<file path="config.mk">
export PLATFORM = sky130hd
export DESIGN_NAME = serial_gap_rx
export DESIGN_NICKNAME = d
export VERILOG_FILES = /design/src/rtl/sgr_pkg.sv /design/src/rtl/sgr_line_front.sv /design/src/rtl/sgr_shifter.sv /design/src/rtl/sgr_gap_timer.sv /design/src/rtl/serial_gap_rx.sv
export SDC_FILE = /design/constraint.sdc
export NUM_CORES = 1
export LEC_CHECK = 0
export CAP_MARGIN = 20
export CORE_MARGIN = 2
export CORE_UTILIZATION = 40
export DETAILED_ROUTE_END_ITERATION = 16
export PLACE_DENSITY_LB_ADDON = 0.12
export SLEW_MARGIN = 20
export SYNTH_ARGS = -nofsm -noshare
export SYNTH_HDL_FRONTEND = slang
export SYNTH_SLANG_ARGS = --single-unit
</file>
<file path="constraint.sdc">
create_clock -name clk -period 2.83 [get_ports clk]
set_clock_uncertainty 0.05 [all_clocks]
set_input_delay 0.566 -clock clk [delete_from_list [all_inputs] [get_ports clk]]
set_output_delay 0.566 -clock clk [all_outputs]
set_load 0.05 [all_outputs]
</file>
<file path="src/rtl/sgr_pkg.sv">
package sgr_pkg;
    parameter int WORD_W = 32;
    parameter int CNT_W  = 6;
    parameter int GAP_W  = 8;

    typedef struct packed {
        logic rise;
        logic fall;
        logic bit_ok;
        logic bit_val;
    } sgr_event_t;

    typedef struct packed {
        logic [WORD_W-1:0] word;
        logic [CNT_W-1:0]  bits;
    } sgr_msg_t;

    function automatic logic [CNT_W-1:0] sat_inc(input logic [CNT_W-1:0] v);
        return (&v) ? v : v + 1'b1;
    endfunction
endpackage

</file>
<file path="src/rtl/sgr_line_front.sv">
module sgr_line_front
    import sgr_pkg::*;
#(
    parameter int SYNC_STAGES = 2
) (
    input  logic       clk,
    input  logic       rst,
    input  logic       line_hi,
    input  logic       line_lo,
    input  logic       loop_hi,
    input  logic       loop_lo,
    input  logic       loop_en,
    output sgr_event_t ev
);
    logic sel_hi, sel_lo;
    logic [SYNC_STAGES-1:0] hi_sr, lo_sr;
    logic s_hi, s_lo, rclk, rclk_q;

    assign sel_hi = loop_en ? loop_hi : line_hi;
    assign sel_lo = loop_en ? loop_lo : line_lo;

    always_ff @(posedge clk) begin
        if (rst) begin
            hi_sr  <= '0;
            lo_sr  <= '0;
            rclk_q <= 1'b0;
        end else begin
            hi_sr  <= {hi_sr[SYNC_STAGES-2:0], sel_hi};
            lo_sr  <= {lo_sr[SYNC_STAGES-2:0], sel_lo};
            rclk_q <= rclk;
        end
    end

    assign s_hi = hi_sr[SYNC_STAGES-1];
    assign s_lo = lo_sr[SYNC_STAGES-1];
    assign rclk = s_hi | s_lo;

    always_comb begin
        ev.rise    = rclk & ~rclk_q;
        ev.fall    = ~rclk & rclk_q;
        ev.bit_ok  = ev.rise & (s_hi ^ s_lo);
        ev.bit_val = s_hi;
    end
endmodule

</file>
<file path="src/rtl/sgr_shifter.sv">
module sgr_shifter
    import sgr_pkg::*;
#(
    parameter int W  = WORD_W,
    parameter int CW = CNT_W
) (
    input  logic          clk,
    input  logic          rst,
    input  logic          clear,
    input  sgr_event_t    ev,
    output logic [W-1:0]  word,
    output logic [CW-1:0] bits
);
    localparam int IDX_W = $clog2(W);
    localparam logic [CW-1:0] MAXC = '1;

    always_ff @(posedge clk) begin
        if (rst || clear) begin
            word <= '0;
            bits <= '0;
        end else if (ev.bit_ok) begin
            if (bits < CW'(W))
                word[bits[IDX_W-1:0]] <= ev.bit_val;
            bits <= sat_inc(bits);
        end
    end

    // the count stays at its maximum until cleared
    a_r7_count_holds: assert property (@(posedge clk) disable iff (rst)
        (bits == MAXC && !clear) |=> bits == MAXC);
    // a pulse with both wires asserted leaves the count alone
    a_r3_both_ignored: assert property (@(posedge clk) disable iff (rst)
        (ev.rise && !ev.bit_ok && !clear) |=> $stable(bits));
endmodule

</file>
<file path="src/rtl/sgr_gap_timer.sv">
module sgr_gap_timer
    import sgr_pkg::*;
#(
    parameter int GW = GAP_W
) (
    input  logic          clk,
    input  logic          rst,
    input  logic          ref_tick,
    input  logic          fall,
    input  logic          armed,
    input  logic [GW-1:0] gap,
    output logic          hit
);
    logic [GW-1:0] cnt;
    logic          enabled;

    assign enabled = armed && (gap != '0);
    assign hit     = enabled && (cnt == gap);

    always_ff @(posedge clk) begin
        if (rst || fall || hit)
            cnt <= '0;
        else if (ref_tick && enabled)
            cnt <= cnt + 1'b1;
    end

    // a falling edge of the recovered clock clears the counter
    a_r5_clear_on_fall: assert property (@(posedge clk) disable iff (rst)
        fall |=> cnt == '0);
    // without a reference tick the counter only holds or clears
    a_r4_tick_only: assert property (@(posedge clk) disable iff (rst)
        (!ref_tick && !fall && !hit) |=> $stable(cnt));
endmodule

</file>
<file path="src/rtl/serial_gap_rx.sv">
module serial_gap_rx
    import sgr_pkg::*;
(
    input  logic              clk,
    input  logic              rst,
    input  logic              ref_tick,
    input  logic              line_hi,
    input  logic              line_lo,
    input  logic              loop_hi,
    input  logic              loop_lo,
    input  logic              loop_en,
    input  logic              gap_we,
    input  logic [GAP_W-1:0]  gap_val,
    output logic              msg_valid,
    output logic [WORD_W-1:0] msg_word,
    output logic [CNT_W-1:0]  msg_bits
);
    sgr_event_t        ev;
    sgr_msg_t          cur;
    logic [GAP_W-1:0]  gap_q;
    logic              hit;

    sgr_line_front #(.SYNC_STAGES(2)) u_front (
        .clk(clk), .rst(rst),
        .line_hi(line_hi), .line_lo(line_lo),
        .loop_hi(loop_hi), .loop_lo(loop_lo),
        .loop_en(loop_en), .ev(ev)
    );

    sgr_shifter #(.W(WORD_W), .CW(CNT_W)) u_shift (
        .clk(clk), .rst(rst), .clear(hit), .ev(ev),
        .word(cur.word), .bits(cur.bits)
    );

    sgr_gap_timer #(.GW(GAP_W)) u_gap (
        .clk(clk), .rst(rst), .ref_tick(ref_tick), .fall(ev.fall),
        .armed(cur.bits != '0), .gap(gap_q), .hit(hit)
    );

    always_ff @(posedge clk) begin
        if (rst) begin
            gap_q     <= '0;
            msg_valid <= 1'b0;
            msg_word  <= '0;
            msg_bits  <= '0;
        end else begin
            if (gap_we)
                gap_q <= gap_val;
            msg_valid <= hit;
            if (hit) begin
                msg_word <= cur.word;
                msg_bits <= cur.bits;
            end
        end
    end

    // single-cycle pulse, and the collected state is already cleared
    a_r6_one_cycle: assert property (@(posedge clk) disable iff (rst)
        msg_valid |=> !msg_valid);
    a_r6_fresh_start: assert property (@(posedge clk) disable iff (rst)
        msg_valid |-> cur.bits == '0);
    // a zero gap produces no message
    a_r8_zero_gap: assert property (@(posedge clk) disable iff (rst)
        (gap_q == '0) |=> !msg_valid);
endmodule

</file>
==> results.toml <==
[outcome]
status = "finished, final reports clean"

[yosys]
synth_top_area_share = 0.454
synth.most_common_cell = "dfxtp_1"
ys.warnings.count = 0
synth_edf_count = 0
syn_inst = 480
syn_nets = 503
synth_largest_area_cell = "dfxtp_1"
ys_seq_area_frac = 0.454
synthTopCellsByCount = "dfxtp_1 (98), nand2_1 (91), mux2i_1 (81)"
synthDistinctLibCells = 37
netlist_area_mm2 = 0.00432
synth_ff_type = "dfxtp_1"
avgSynthCellArea_um2 = 9.01
synth_area_leaders = "dfxtp_1 (45%), mux2i_1 (19%), nand2_1 (7.9%)"
ys_seq_elements = 98
async_reset_ff_frac = 0

[worst_setup_path]
crit_path_end_kind = "flip-flop"
worstPathRequired_ns = 3.08
worst-path-buf-inv = 2
crit_path_start_kind = "flip-flop"
cpMaxStageDelayCell = "dfxtp_1"
path_delay_family = "simple AND/OR/NAND/NOR gates"
crit_cells = 7
crit_type = "reg -> reg"
max_stage_delay_ns = 0.44
cp_max_fo = 20
arrival_ns = 2.59
crit_chain = "inv_1 -> ha_1 -> nor2b_2 -> a22o_1 -> nor3_4 -> buf_4 -> mux2i_1"
r2r_cells = 7

[timing]
worst_pin_slew_ns = 0.753
hold_violations = 0
slew_headroom = 0.498
max_freq_mhz = 427
period_share = 0.828
tns_ns = 0
final-setup-viol-count = 0
rsz0062_at_grt = "no"
final.min_clock_period_ns = 2.34
timing_max_transition_violations_final = 0

[clocking]
clk_latency_ns = 0.37
cts.path.max_buffers = 2
cts_hold_buf = 0
cts_resized = 0
cts_tree = "done"
htreeDepth = 3
postCtsSetupBuffers = 0
cts_root_buf = "clkbuf_8"
clkTransAtPathRegs_ns = 0.09
cts_buffers = 9
clock-sinks = 98

[placed_design]
port_buffers = 55
dpl_cell_area_mm2 = 0.00499
dpl.hpwl_um = 5990
gp_congestion = 0.813
dp.cells = 647

[drt]
wl_um = 9160
routedWlPerCell_um = 13.8
ant_nets = 0
drtPass1Iterations = 4
drtIter0Drc = 140
drcViolationCount = 0
via_per_inst = 5.16
num_vias = 3419

[global_route]
grt_pass1_wl_um = 16000
grt_pass1_vias = 3326
top_usage_layer = "met2"
grt_start_max_net_pins = 78
grt_use_total = 0.173
gr-total-overflow = 0
use_met1 = 0.240
met3_usage = 0.0289
antenna_found_initial = 0
grtUsageMet2 = 0.265

[final_layout]
fillCellCount = 1008
area_growth_pct = 20.4
register_area_mm2 = 0.00196
final_nets = 545
drive_gt1_frac = 0.0646
final_area_mm2 = 0.00520
fin_util = 0.500
diodes = 0
multi_input_area_mm2 = 0.00218
final_cells = 662

[floorplanning]
die_w_um = 108
start_util = 0.415
die_area_mm2 = 0.0117
row_count = 37
core_mm2 = 0.0104
io_pins = 56
die_y_um = 108

[min_path]
holdCritPathClass = "reg -> reg"
holdPathStages = 2

[pwr]
ir_drop_uv = 289
p_leak_nw = 1.93
cellPowerDensity_mw_per_mm2 = 489

[job]
maxCapViolations = 0
[final timing paths]
path,from,to,slack (ns)
setup reg to reg,u_shift.bits[1]$_SDFFE_PP0P_,msg_word[10]$_SDFFE_PP0P_,0.49
hold reg to reg,msg_bits[4]$_SDFFE_PP0P_,msg_bits[4]$_SDFFE_PP0P_,0.41
setup / recovery,u_shift.bits[1]$_SDFFE_PP0P_,msg_word[10]$_SDFFE_PP0P_,0.49
hold / removal,msg_bits[4]$_SDFFE_PP0P_,msg_bits[4]$_SDFFE_PP0P_,0.41
[cell usage in the layout (no fill, tap or decap), types with 2 or more instances in the layout]
cell type and instances:
a31oi_1 8, and3b_1 3, buf_4 12, bufinv_16 2
clkbuf_8 9, clkdlybuf4s50_1 55, clkinvlp_4 2, dfxtp_1 98
ha_1 6, inv_1 6, mux2i_1 81, nand2_1 91
nand3_1 33, nand4_1 4, nor2_1 52, nor2b_1 3
nor3_1 4, nor3b_1 6, nor4_1 4, o2111ai_1 2
o211ai_1 10, o21ai_0 4, o221ai_1 3, xnor2_1 9
[cell type report]
type	count	share of cell area
Multi-Input combinational cell	338	0.419
Timing Repair Buffer	68	0.127
Inverter	7	0.00505
Sequential cell	98	0.377
Tap cell	136	0.0327
Clock inverter	5	0.0154
Clock buffer	10	0.0245
[flip-flops by register name, summed over array words and instances (netlist names), 2 cells and up]
name / count
msg_word: 32
u_shift.word: 32
gap_q: 8
u_gap.cnt: 8
msg_bits: 6
u_shift.bits: 6
u_front.hi_sr: 2
u_front.lo_sr: 2
[routing by layer]
metal,share of wire,wire [um],up-vias
met2,0.45,4090,67
met4,0.017,156,0
met1,0.50,4570,1622
met5,0,0,-
met3,0.036,332,11
li1,-,-,1719
[cells by family (layout without fill, tap and decap cells)]
family | count (synthesis) | after routing | synth area share
buffers and inverters | 44 | 90 | 0.0483
flip-flops | 98 | 98 | 0.454
AND/OR/NAND/NOR | 208 | 208 | 0.217
XOR/XNOR | 10 | 10 | 0.0203
multiplexers | 81 | 81 | 0.188
adder cells (fa/ha/maj) | 6 | 6 | 0.0174
AO/OA/AOI/OAI | 33 | 33 | 0.0559
[per-stage QoR]
step | hold WS [ns] | total power (W) | worst slack [ns]
after floorplan | 0.364 | 0.00154 | 0.565
final | 0.405 | 0.00254 | 0.487
after global routing | 0.426 | 0.00265 | 0.237
after global placement | 0.392 | 0.00160 | 0.401
after CTS | 0.409 | 0.00258 | 0.225
after detailed placement | 0.389 | 0.00160 | 0.269
[report_power, final]
group          internal (W)  switching (W)  total [W]
clock network      0.000492       0.000481   0.000973
registers           0.00139     0.00000960    0.00140
logic             0.0000633       0.000109   0.000172
[tightest hold or removal path, delay by kind of cell, from the launching register on]
| family | cells | cell delay (ns) |
|---|---|---|
| simple gates | 1 | 0.05 |
| mux | 1 | 0.05 |
| flops | 1 | 0.31 |
(Power assumes the default switching activity.)
